<file path="config.mk">
export PLATFORM = sky130hd
export DESIGN_NAME = wakeup_select
export DESIGN_NICKNAME = d
export VERILOG_FILES = /design/src/rtl/wakeup_sel_pkg.sv /design/src/rtl/sel_ctrl.sv /design/src/rtl/sel_path.sv /design/src/rtl/wakeup_select.sv
export SDC_FILE = /design/constraint.sdc
export NUM_CORES = 1
export LEC_CHECK = 0
export ABC_AREA = 1
export BUFFER_PORTS_ARGS = -buffer_cell sky130_fd_sc_hd__buf_2
export CAP_MARGIN = 0
export CORE_ASPECT_RATIO = 0.8
export CORE_MARGIN = 2
export CORE_UTILIZATION = 40
export DETAILED_ROUTE_END_ITERATION = 12
export GPL_ROUTABILITY_DRIVEN = 0
export PLACE_DENSITY = 0.66
export SYNTH_ARGS = -nofsm -noshare
export SYNTH_HDL_FRONTEND = slang
export SYNTH_SLANG_ARGS = --single-unit
</file>
<file path="constraint.sdc">
create_clock -name vclk -period 30.7
set_input_delay 1.535 -clock vclk [all_inputs]
set_output_delay 1.535 -clock vclk [all_outputs]
set_load 0.1 [all_outputs]
</file>
<file path="src/rtl/wakeup_sel_pkg.sv">
package wakeup_sel_pkg;
  localparam int BUDGET_W = 8;

  typedef struct packed {
    logic                grantEn;
    logic [BUDGET_W-1:0] prodBudget;
  } selStrobe_t;
endpackage

</file>
<file path="src/rtl/sel_ctrl.sv">
module sel_ctrl
  import wakeup_sel_pkg::*;
#(
  parameter int NUM_UNITS = 2,
  parameter int MAX_WAIT  = 1,
  parameter bit CAP_EN    = 1'b1
) (
  input  logic                 enable,
  input  logic [NUM_UNITS-1:0] unitWaiting,
  output selStrobe_t           strobe
);
  localparam int HEADROOM = MAX_WAIT + 1;

  int waitCnt;
  int budget;

  always_comb begin
    waitCnt = 0;
    for (int u = 0; u < NUM_UNITS; u++) begin
      waitCnt = waitCnt + int'(unitWaiting[u]);
    end
    if (CAP_EN) begin
      budget = (waitCnt > HEADROOM) ? 0 : (HEADROOM - waitCnt);
    end else begin
      budget = NUM_UNITS;
    end
    strobe.grantEn    = enable;
    strobe.prodBudget = BUDGET_W'(budget);
  end
endmodule

</file>
<file path="src/rtl/sel_path.sv">
module sel_path
  import wakeup_sel_pkg::*;
#(
  parameter int NUM_REQ   = 8,
  parameter int NUM_UNITS = 2
) (
  input  logic [NUM_REQ-1:0]           reqValid,
  input  logic [NUM_REQ-1:0]           reqMakesTag,
  input  logic [NUM_UNITS-1:0]         unitWaiting,
  input  selStrobe_t                   strobe,
  output logic [NUM_UNITS*NUM_REQ-1:0] grantFlat
);
  logic [NUM_UNITS-1:0] freeChain [NUM_REQ+1];
  logic [BUDGET_W-1:0]  prodChain [NUM_REQ+1];

  assign freeChain[0] = {NUM_UNITS{1'b1}};
  assign prodChain[0] = '0;

  for (genvar i = 0; i < NUM_REQ; i++) begin : g_req
    logic [NUM_UNITS-1:0] waitFree;
    logic [NUM_UNITS-1:0] clearFree;
    logic [NUM_UNITS-1:0] cand;
    logic [NUM_UNITS-1:0] pick;
    logic                 allowed;

    assign waitFree  = freeChain[i] & unitWaiting;
    assign clearFree = freeChain[i] & ~unitWaiting;
    assign cand      = reqMakesTag[i] ? clearFree
                     : ((|waitFree) ? waitFree : freeChain[i]);
    assign allowed   = strobe.grantEn & reqValid[i] &
                       (~reqMakesTag[i] | (prodChain[i] < strobe.prodBudget));
    assign pick      = allowed ? (cand & (~cand + NUM_UNITS'(1))) : '0;

    assign freeChain[i+1] = freeChain[i] & ~pick;
    assign prodChain[i+1] = prodChain[i] + BUDGET_W'(reqMakesTag[i] & (|pick));

    for (genvar u = 0; u < NUM_UNITS; u++) begin : g_unit
      assign grantFlat[u*NUM_REQ+i] = pick[u];
    end
  end
endmodule

</file>
<file path="src/rtl/wakeup_select.sv">
module wakeup_select
  import wakeup_sel_pkg::*;
#(
  parameter int NUM_REQ   = 8,
  parameter int NUM_UNITS = 2,
  parameter int MAX_WAIT  = 1,
  parameter bit CAP_EN    = 1'b1
) (
  input  logic                         enable,
  input  logic [NUM_REQ-1:0]           reqValid,
  input  logic [NUM_REQ-1:0]           reqMakesTag,
  input  logic [NUM_UNITS-1:0]         unitWaiting,
  output logic [NUM_UNITS*NUM_REQ-1:0] unitGrant
);
  selStrobe_t strobe;

  sel_ctrl #(
    .NUM_UNITS(NUM_UNITS),
    .MAX_WAIT (MAX_WAIT),
    .CAP_EN   (CAP_EN)
  ) u_ctrl (
    .enable     (enable),
    .unitWaiting(unitWaiting),
    .strobe     (strobe)
  );

  sel_path #(
    .NUM_REQ  (NUM_REQ),
    .NUM_UNITS(NUM_UNITS)
  ) u_path (
    .reqValid   (reqValid),
    .reqMakesTag(reqMakesTag),
    .unitWaiting(unitWaiting),
    .strobe     (strobe),
    .grantFlat  (unitGrant)
  );
endmodule

</file>
==> metrics.txt, run 1 <==
Detailed Place HPWL=2808 µm; Die Wd=69.97 µm; Reg area=0 µm²; worst min-delay path category=input pin to primary output; status=finished, final reports clean; post-DR vias/cell=4.803; Worst Path Max Fanout=9; mean routed wirelength per cell=10.58 µm; Int Power=9.906 µW; count of final max-slew check failures=0; critical path data required time=29.17 ns; Total Routing Usage GR=0.1714; grt ovf=0; Resized Gates After CTS=0; P_leak=0.001025 µW; sw frac=0.7086; die area=3973 µm²; # port buffers=35; via count=1508; first-pass GRT wire length=5865 µm; sequential share of the synthesized area=0; Core ar.=3376 µm²; FMAX=65.31 MHz; hold buffers post-CTS=0; CP Capture Type=primary output; Yosys top cell area share=0.1797; Synth warnings=0; Boundary Pins=35; critical path's largest stage delay=0.47 ns; kind of critical path=input pin to primary output; minimum clock period=15.31 ns; initial antenna violation count=0; Max-Cap Viols=0; RSZ-0062 raised after global routing=no; Hold Vio Cnt, Final=0; Synth-to-Final Area Change=15.00%; Final nets=315; Mapped Area=1393 µm²; largest net degree at the start of global routing=12; drt first pass iters=4; Final Cell Area=1602 µm²; WP data arrival=13.78 ns; chip height=56.78 µm; slew margin rel.=0.6762; top post-synthesis cells by area=ha_1, inv_1, nand2_1; Net Sw Power=24.09 µW; Setup TNS Final=0 ns; Syn Nets=280; power density over the cells=21.23 nW/µm²; post-CTS setup buffer count=0; drt drc=0; fin crit share=0.4987; DR iter-0 viols=76; Initial Util=0.4125; Fillers=386; share of cells above drive strength 1=0.3015; Row Count=19; total power=33.99 µW; Final setup viols=0; worst-margin pin slew=0.4890 ns; Seq Cell Count=0; combinational fraction of design power=1.000; largest area contributor in the netlist=ha_1; clock network fraction of total power=0; crit start category=input pin; vias in the first global route=1314; syn avg cell area=5.827 µm²; Routed WL=3322 µm; peak supply drop=0.01257 mV; Post-Syn Instances=239; post-layout util=0.4744; Flop pwr share=0; cell mode on critical path=ha_1; Post-DP Area=1602 µm²; clock buf count=0; antenna-violating nets left=0; ANT cells=0; library cells used by synthesis=26; Worst path slowest cell=fa_1
==> path summary, 6_finish.rpt <==
kind	slack (ns)	to	startpoint	cells past startpoint
setup / recovery	15.39	unitGrant[15]	unitWaiting[1]	80
hold / removal	3.59	unitGrant[7]	reqValid[7]	4
==> metal layers <==
metal	up-vias	part of all wire	global-route usage
met5	-	0	0
met3	0	0.039	0.007181
met2	35	0.41	0.2531
met4	0	0	0.002747
met1	659	0.55	0.2840
li1	814	-	-
==> area by class of cell <==
type	instances	area [µm²]	area share
Multi-Input combinational cell	187	1186	0.7406
Timing Repair Buffer	35	175.2	0.1094
Inverter	50	187.7	0.1172
Tap cell	42	52.55	0.03281
==> layout by cell type (no fill, tap or decap), types with 2 or more instances in the layout <==
cell type / count
fa_1: 2
inv_1: 47
nand2_1: 45
nand3_1: 15
ha_1: 20
nor2_4: 3
nor2_2: 9
nand3_2: 13
o21a_1: 6
a21oi_1: 15
buf_2: 35
inv_2: 3
o21ai_0: 5
nand2_2: 14
nor2_1: 30
==> Yosys cell counts, drive strengths merged <==
| master | instances |
|---|---|
| or2 | 1 |
| fa | 2 |
| xor2 | 1 |
| a21oi | 16 |
| nor2 | 42 |
| buf | 2 |
| ha | 20 |
| inv | 50 |
| nor3 | 2 |
| nand2 | 60 |
| o21ai | 5 |
| xnor2 | 1 |
| nand3 | 28 |
| a31oi | 1 |
| and2 | 1 |
| o21a | 6 |
| nor4 | 1 |
==> stage by stage <==
stage               instances  setup WS (ns)  hold slack (ns)
finish                    314          15.39            3.587
floorplan                 239          15.26            3.373
global route              314          14.23            3.603
CTS                       314          15.48            3.591
global placement          314          15.68            3.594
detailed placement        314          15.51            3.590
==> power by group through the flow <==
stage               Clock (µW)  Sequential [µW]  Combinational (µW)
floorplan                    0                0                27.5
global placement             0                0                33.6
detailed placement           0                0                33.6
CTS                          0                0                33.9
global route                 0                0                37.6
finish                       0                0                34.0
==> worst max-delay path: cells and delay by family <==
family                     cells  cell delay [ns]
buffers and inverters          6             0.95
AOI/OAI and AO/OA             23             2.93
and+or+nand+nor               34             3.86
adders and majority gates     17             4.46
==> cell families (layout without fill, tap and decap cells) <==
kind of cell,Yosys count,after routing,share of synthesized area
AOI/OAI and AO/OA,28,28,0.1150
xor gates and xnor gates,2,2,0.01258
adders and majority gates,22,22,0.2084
buffers and inverters,52,85,0.1482
and+or+nand+nor,135,135,0.5157
Power figures use the tool's default switching activity.
==> run 2: changes to the inputs <==
- clock period: 30.7 -> 15.25 ns (I/O delays scaled with it)
==> metrics.txt, run 2 (same netlist as run 1, synthesis figures left out) <==
hold_sp=reqValid[7] (unchanged); fin crit share=0.8960; Hold Vio Cnt, Final=0 (unchanged); drt drc=0 (unchanged); worst min-delay path category=input pin to primary output (unchanged); largest net degree at the start of global routing=12 (unchanged); Core ar.=3376 µm² (unchanged); CP Capture Type=primary output (unchanged); drt first pass iters=4 (unchanged); status=finished, final reports clean (unchanged); Reg area=0 µm² (unchanged); Routed WL=3268 µm (was 3322 µm); total power=68.03 µW (was 33.99 µW); P_leak=0.001025 µW (unchanged); Detailed Place HPWL=2809 µm (was 2808 µm); clock buf count=0 (unchanged); vias in the first global route=1254 (was 1314); crit start category=input pin (unchanged); worst-margin pin slew=0.4908 ns (was 0.4890 ns); post-DR vias/cell=4.720 (was 4.803); post-CTS setup buffer count=0 (unchanged); Boundary Pins=35 (unchanged); Synth-to-Final Area Change=15.00% (unchanged); via count=1482 (was 1508); Final nets=315 (unchanged); Die Wd=69.97 µm (unchanged); Post-DP Area=1602 µm² (unchanged); Setup TNS Final=0 ns (unchanged); WP data arrival=12.90 ns (was 13.78 ns); share of cells above drive strength 1=0.3015 (unchanged); Seq Cell Count=0 (unchanged); chip height=56.78 µm (unchanged); Worst path slowest cell=fa_1 (unchanged); # port buffers=35 (unchanged); Max-Cap Viols=0 (unchanged); critical path data required time=14.49 ns (was 29.17 ns); ANT cells=0 (unchanged); critical path's largest stage delay=0.47 ns (about the same); die area=3973 µm² (unchanged); DR iter-0 viols=53 (was 76); antenna-violating nets left=0 (unchanged); most frequent cells in the layout=inv_1, nand2_1, buf_2 (unchanged); cell mode on critical path=ha_1 (unchanged); power density over the cells=42.48 nW/µm² (was 21.23 nW/µm²); worst path buffer plus inverter count=6 (unchanged); RSZ-0062 raised after global routing=no (unchanged); grt ovf=0 (unchanged); Initial Util=0.4125 (unchanged); initial antenna violation count=0 (unchanged); Final setup viols=0 (unchanged); first-pass GRT wire length=5747 µm (was 5865 µm); peak supply drop=0.02731 mV (was 0.01257 mV); Hold Crit Endpoint=unitGrant[7] (unchanged); slew margin rel.=0.6751 (was 0.6762); Total Routing Usage GR=0.1689 (was 0.1714); mean routed wirelength per cell=10.41 µm (was 10.58 µm); WHS Path Cells=4 (unchanged); hold buffers post-CTS=0 (unchanged); Row Count=19 (unchanged); CP top delay family=adder cells (unchanged); Resized Gates After CTS=0 (unchanged); kind of critical path=input pin to primary output (unchanged); commonest non-fill, non-tap cell in the layout=inv_1 (unchanged); count of final max-slew check failures=0 (unchanged); FMAX=73.18 MHz; Final Cell Area=1602 µm² (unchanged); minimum clock period=13.66 ns; Worst Path Max Fanout=9 (unchanged)
## run 2: cell counts in the layout (fill, tap and decap cells not counted)
No cell type changed its count.
## run 2: worst max-delay path by stage
stage / start / to / cells past startpoint
after CTS: unitWaiting[1] / unitGrant[15] / 80
after global placement: unitWaiting[1] / unitGrant[15] / 80
after global routing: unitWaiting[1] / unitGrant[15] / 80
after floorplan: unitWaiting[0] / unitGrant[15] / 78
after detailed placement: unitWaiting[1] / unitGrant[15] / 80
final: unitWaiting[1] / unitGrant[15] / 80
## run 2: area by class of cell
type | count | area (µm²)
Fill cell | 391 | 1774
Inverter | 50 | 187.7
Multi-Input combinational cell | 187 | 1186
Tap cell | 42 | 52.55
Timing Repair Buffer | 35 | 175.2
## run 2: through the flow
stage | setup slack (ns) | cells | util | hold slack [ns]
global placement | 1.773 | 314 | 0.4744 | 2.049
detailed placement | 1.603 | 314 | 0.4744 | 2.045
global route | 0.4027 | 314 | 0.4744 | 2.080
CTS | 1.596 | 314 | 0.4744 | 2.049
finish | 1.586 | 314 | 0.4744 | 2.049
floorplan | 1.353 | 239 | - | 1.828
## run 2: routing by layer
metal / part of all wire / up-vias / GRT usage / wire (µm)
met5: 0 / - / 0 / 0
met1: 0.56 / 639 / 0.2731 / 1840
met4: 0 / 0 / 0 / 0
met2: 0.41 / 26 / 0.2626 / 1340
li1: - / 817 / - / -
met3: 0.027 / 0 / 0.003591 / 87
## run 2: worst min-delay path, cell delays in order
cell,delay [ns]
buf_2,0.10
nand3_1,0.10
nor2_1,0.05
buf_2,0.28
## run 2: report_power, final
| group | switching (µW) | internal (µW) | total (µW) |
|---|---|---|---|
| Clock | 0 | 0 | 0 |
| Combinational | 48.1 | 20.0 | 68.0 |
| Sequential | 0 | 0 | 0 |
| Total | 48.1 | 20.0 | 68.0 |
